<file path="config.mk">
export PLATFORM = sky130hd
export DESIGN_NAME = preload_timer
export DESIGN_NICKNAME = d
export VERILOG_FILES = /design/src/rtl/preload_timer.sv
export SDC_FILE = /design/constraint.sdc
export NUM_CORES = 1
export LEC_CHECK = 0
export BUFFER_PORTS_ARGS = -buffer_cell sky130_fd_sc_hd__buf_2
export CAP_MARGIN = 20
export CORE_MARGIN = 2
export CORE_UTILIZATION = 40
export DETAILED_ROUTE_END_ITERATION = 6
export SYNTH_ARGS = -nofsm -noshare
export SYNTH_HDL_FRONTEND = slang
export SYNTH_SLANG_ARGS = --single-unit
</file>
<file path="constraint.sdc">
create_clock -name clk -period 2.45 [get_ports clk]
set_clock_uncertainty 0.15 [all_clocks]
set_input_delay 0.1225 -clock clk [delete_from_list [all_inputs] [get_ports clk]]
set_output_delay 0.1225 -clock clk [all_outputs]
set_load 0.02 [all_outputs]
</file>
<file path="src/rtl/preload_timer.sv">
module preload_timer #(
  parameter int W   = 8,
  parameter int PSW = 3
) (
  input  logic             clk,
  input  logic             rst_n,
  input  logic             wr_preload,
  input  logic [W-1:0]     wdata,
  input  logic             wr_ctrl,
  input  logic [4+PSW:0]   ctrl_data,
  input  logic             rd_count,
  output logic [W-1:0]     count,
  input  logic             ext_in,
  input  logic             irq_ack,
  output logic             ovf,
  output logic             irq
);
  localparam int PCW = (1 << PSW) - 1;

  logic [1:0]     mode;
  logic           pol, en, ien;
  logic [PSW-1:0] ps;
  logic [PCW-1:0] presc;
  logic [W-1:0]   pre, cnt;
  logic           s1, s2, s3;

  logic [PCW-1:0] pmask;
  logic           tick, lvl, lvl_d, edge_ev, run, src, inc, wrap;

  assign pmask   = ~({PCW{1'b1}} << ps);
  assign tick    = (presc & pmask) == pmask;
  assign lvl     = s2 ^ pol;
  assign lvl_d   = s3 ^ pol;
  assign edge_ev = lvl & ~lvl_d;
  assign run     = en && (mode != 2'b00);

  always_comb begin
    case (mode)
      2'b01:   src = edge_ev;
      2'b10:   src = tick;
      2'b11:   src = tick & lvl;
      default: src = 1'b0;
    endcase
  end

  assign inc   = run & src & ~rd_count & ~wr_preload;
  assign wrap  = inc && (cnt == {W{1'b1}});
  assign count = cnt;

  always_ff @(posedge clk or negedge rst_n) begin
    if (!rst_n) begin
      {s1, s2, s3} <= '0;
      presc <= '0;
      {mode, pol, en, ien, ps} <= '0;
      pre <= '0;
      cnt <= '0;
      ovf <= 1'b0;
      irq <= 1'b0;
    end else begin
      s1 <= ext_in;
      s2 <= s1;
      s3 <= s2;
      presc <= wr_ctrl ? '0 : presc + 1'b1;
      if (wr_ctrl) begin
        mode <= ctrl_data[1:0];
        pol  <= ctrl_data[2];
        en   <= ctrl_data[3];
        ien  <= ctrl_data[4];
        ps   <= ctrl_data[4+PSW:5];
      end
      if (wr_preload) pre <= wdata;
      if (wr_preload && !run) cnt <= wdata;
      else if (wrap)          cnt <= pre;
      else if (inc)           cnt <= cnt + 1'b1;
      ovf <= wrap;
      if (wrap && ien)  irq <= 1'b1;
      else if (irq_ack) irq <= 1'b0;
    end
  end
endmodule


</file>
Yosys cells after proc, flatten, opt, wreduce, memory -nomap -nowiden
Cells that the tools add are included.
- flip-flop bits (word level): 36
- input bits: 23
- output and inout port bits: 10
- $add $sub $neg: 2
- equal/unequal tests: 5
- shifts and indexed selects: 1
- multiplexer cells: 7
- bitwise gates (word level): 12
- reduce and logical (&&, ||, !) cells: 8
- operator list (operator ; count):
    two-way mux 8 bit ; 3
    adder 8 x 1 -> 8 bit (second input constant) ; 1
    == test 8 bit (second input constant) ; 1
    adder 7 x 1 -> 7 bit (second input constant) ; 1
    AND 7 bit ; 1
    == test 7 bit ; 1
    two-way mux 7 bit ; 1
    inverter 7 bit ; 1
    left shift 7 x 3 -> 7 bit (first input constant) ; 1
    AND 1 bit ; 5
    == test 2 bit (second input constant) ; 2
    logical AND 1 bit ; 4
    nonzero test 2 bit ; 2
    inverter 1 bit ; 3
    one-hot mux 1 bit (3 select lines) ; 1
    nonzero test 3 bit ; 1
    == test 2 x 1 -> 1 bit (second input constant) ; 1
    two-way mux 1 bit ; 2
    XOR 1 bit ; 2
    logical NOT 1 bit ; 1

Depth between registers and ports, before layout
- word-level depth: 12
- gate-level depth with buffers: 6
- gate-level depth less buffers: 6

Worst setup path after synthesis
Ideal clock, no wire load.
- path kind: register -> register
- start point: reg en
- end point: reg cnt[5] (netlist: count[5])
- setup time: 158 ps
- arrival time: 1616 ps
- required time: 2142 ps
- slack: 525 ps
- stages on the path, launching flop included: 5
- path buffers: 0
- clock period less this slack: 1925 ps
- path through: dfrtp_1 or3b_1 a211o_1 o31ai_1 o221ai_1
- word-level cells in the longest chain between the ends: 7
- RTL lines (element ; RTL line ; RTL):
    start: declaration ; 21 ; logic pol, en, ien;
    start signal: assignment ; 67 ; en <= ctrl_data[3];
    logical AND 1 bit (*) ; 35 ; assign run = en && (mode != 2'b00);
    AND 1 bit (3 in series) ; 46 ; assign inc = run & src & ~rd_count & ~wr_preload;
    logical AND 1 bit ; 47 ; assign wrap = inc && (cnt == {W{1'b1}});
    two-way mux 8 bit ; 73 ; else if (wrap) cnt <= pre;
    two-way mux 8 bit ; 72 ; if (wr_preload && !run) cnt <= wdata;
    end signal: assignment ; 72 ;
    end signal: assignment ; 73 ;
    end signal: assignment ; 74 ; else if (inc) cnt <= cnt + 1'b1;
    end: declaration ; 24 ; logic [W-1:0] pre, cnt;
Every way passes the cells marked *; elsewhere a longest branch is shown, timed or not.
A chain may end at the register's enable or synchronous reset.

Worst setup path after layout
Ends and elaborated chain as after synthesis.

==> results.md <==
- Gr usage total: 17.3%
- GPL Wtd Cong: 0.786
- R2R Path End: count[5]
- Wire per inst: 14.3 microns
- H-tree depth: 2
- Sinks on Clock Net: 36
- Dominant cells by area after synthesis: dfrtp_1 (53%), mux2_2 (11%), nand2_1 (3.7%), o221ai_1 (3.1%), nand3_1 (2.9%)
- Endpoints failing hold: 0
- Pwr Density: 649 nW/um^2
- F_max: 486 MHz
- Die ar.: 4830 sq um
- Fraction of synthesis flops using an asynchronous set or reset pin: 100%
- Setup-failing EPs final: 0
- P_leak: 1.00 nW
- Layout area overhead: 27.4%
- Met3 WL: 149 microns
- Via count: 1372
- Inserted Diodes: 0
- RSZ-0062 raised after global routing: false
- Setup Crit Path Kind: flop to flop
- Yosys Warn Count: 0
- Post-DRT Antenna Nets: 0
- DP Cell Count: 234
- Fillers: 366
- Share of the synthesized area in the top cell type: 52.5%
- DIE WIDTH: 69.5 microns
- Post-synthesis instance area: 1720 sq um
- Post-CTS resize count: 0
- R2R Path Start: en
- Register area share after synthesis: 52.5%
- Number of antenna violations at the first check in global routing: 0
- Synth Flop Type: dfrtp_1
- EDFF count, synth: 0
- Setup Buffers After CTS: 0
- Status: finished, final reports clean
- Core Footprint: 4060 sq um
- Req. time, crit path: 2500 ps
- Rel. slew slack: 45.3%
- Root Buffer: clkbuf_8
- Clk buf depth: 2
- Vias per Instance: 5.28
- Post-Route WL: 3710 microns
- Row Count: 23
- Distinct cells, synth: 35
- Largest net degree at the start of global routing: 37
- Most common cell after layout, fill and taps aside: dfrtp_1
- Final nets: 235
- CTS Buf Count: 5
- Synth Net Count: 183
- Reg-to-reg slack, setup: 390 ps
- Vias in the first global route: 1422
- Syn Area/Cell: 10.9 sq um
- Crit path launch: en
- Max Cap Viol: 0
- Crit-path max FO: 10
- Worst Max-Slew Pin Slew: 821 ps
- First-pass GRT wire length: 6710 microns
- CTS tree: yes
- 1st-pass router iterations: 4
- Total gr overflow: 0
- Total power: 1.42 mW
- Data arrival, critical path: 2110 ps
- Hold Crit Class: input pin to flop
- # DRC: 0
- Most frequent cells in the layout: dfrtp_1 (36), buf_2 (32), dlygate4sd3_1 (19)
- Sequential Area: 901 sq um
- Clock Latency Late Sink: 280 ps
- End of the critical path: count[5]
- Routed wl met2: 1720 microns
- Cells after Synth: 158
- Max VDD drop: 327 uV
- Setup crit start kind: flop
- Detailed Place HPWL: 2580 microns
- Min-delay src: wr_ctrl
- Max-slew violations: 0
- Share of post-route cells with drive strength above 1: 26.7%
- Yosys reg bits: 36
- Post-route minimum period: 2060 ps
- R2R cell count: 4
- Multi-input logic area: 757 sq um
- Fin cells: 260
- WHS: 50.8 ps
- Port Buf Inserts: 32
- Initial Util: 42.3%
- Endpoint type of the worst setup path: flop
- Hold-fix buffers at CTS: 19
- I/O Pins: 33
- Die Y-Extent: 69.5 microns
- Period utilization: 84.1%
- Post-Route M1 WL: 1770 microns
- DR top layer: met4
- Clock slew at the register clock pins of the worst setup and hold paths: 70 ps
- Initial drt markers: 59
- Area leader, netlist: dfrtp_1
- Setup TNS: 0 ps
==> layer usage <==
layer	vias to the layer above	GRT usage [%]
met3	6	4.07
met1	664	22.5
met4	0	7.84
met5	-	0
li1	668	-
met2	34	27.5
==> cells in the mapped netlist (all sizes together) (2+ instances only) <==
library cell and n:
nand3 10, dfrtp 36, o21ai 6, xor2 4, o221ai 6, nor2b 2
inv 8, nor3 2, clkbuf 6, and3 2, mux2i 3, nor2 7
nand2 17, ha 2, a21oi 4, xnor2 5, mux2 16, a31oi 2
or3 2, a21boi 2, nand4 2
==> state kept, by name, indices dropped and copies added, names as in the netlist <==
register / flops
ps: 3
s2: 1
ien: 1
s3: 1
pre: 8
mode: 2
ovf: 1
irq: 1
pol: 1
presc: 7
s1: 1
count: 8
en: 1
==> worst max-delay path, cell delays in order (launching register included) <==
cell and delay (ps):
dfrtp_1 350, or3b_1 350, a211o_1 300, or3_1 550, o221ai_1 270
==> power breakdown <==
group	total (mW)	internal (mW)	leakage, nW	switching (mW)
Combinational	0.299	0.143	0.517	0.156
Sequential	0.721	0.654	0.444	0.0669
Clock	0.398	0.193	0.0410	0.205
==> worst min-delay path by stage <==
| stage | endpoint | slack, ps | cells past startpoint |
|---|---|---|---|
| floorplan | count[0] | -320 | 0 |
| global placement | s1 | 80 | 1 |
| detailed placement | s1 | 80 | 1 |
| CTS | presc[0] | 50 | 2 |
| global route | presc[0] | 60 | 2 |
| finish | presc[0] | 50 | 2 |
==> per-stage QoR <==
stage | worst slack, ps | util, % | area, sq um
after floorplan | 525 | - | 1720
after global placement | 398 | 47.3 | 1920
after detailed placement | 381 | 47.3 | 1920
after CTS | 386 | 53.9 | 2190
after global routing | 218 | 53.9 | 2190
final | 391 | 53.9 | 2190
==> cell families (layout without fill, tap and decap cells) <==
group	after synthesis	after routing	share of synthesized area (%)
xor+xnor	9	9	4.59
compound gates	28	28	12.0
buf+inv	15	67	3.35
mux	19	19	12.3
simple gates	49	49	13.8
flops	36	36	52.5
fa+ha+maj	2	2	1.46
==> layout make-up <==
type	instances	area share, %
Sequential cell	36	41.2
Multi-Input combinational cell	107	34.6
Timing Repair Buffer	52	16.4
Clock buffer	6	3.32
Tap cell	50	2.86
Inverter	8	1.37
Clock inverter	1	0.229
Power figures use the tool's default switching activity.
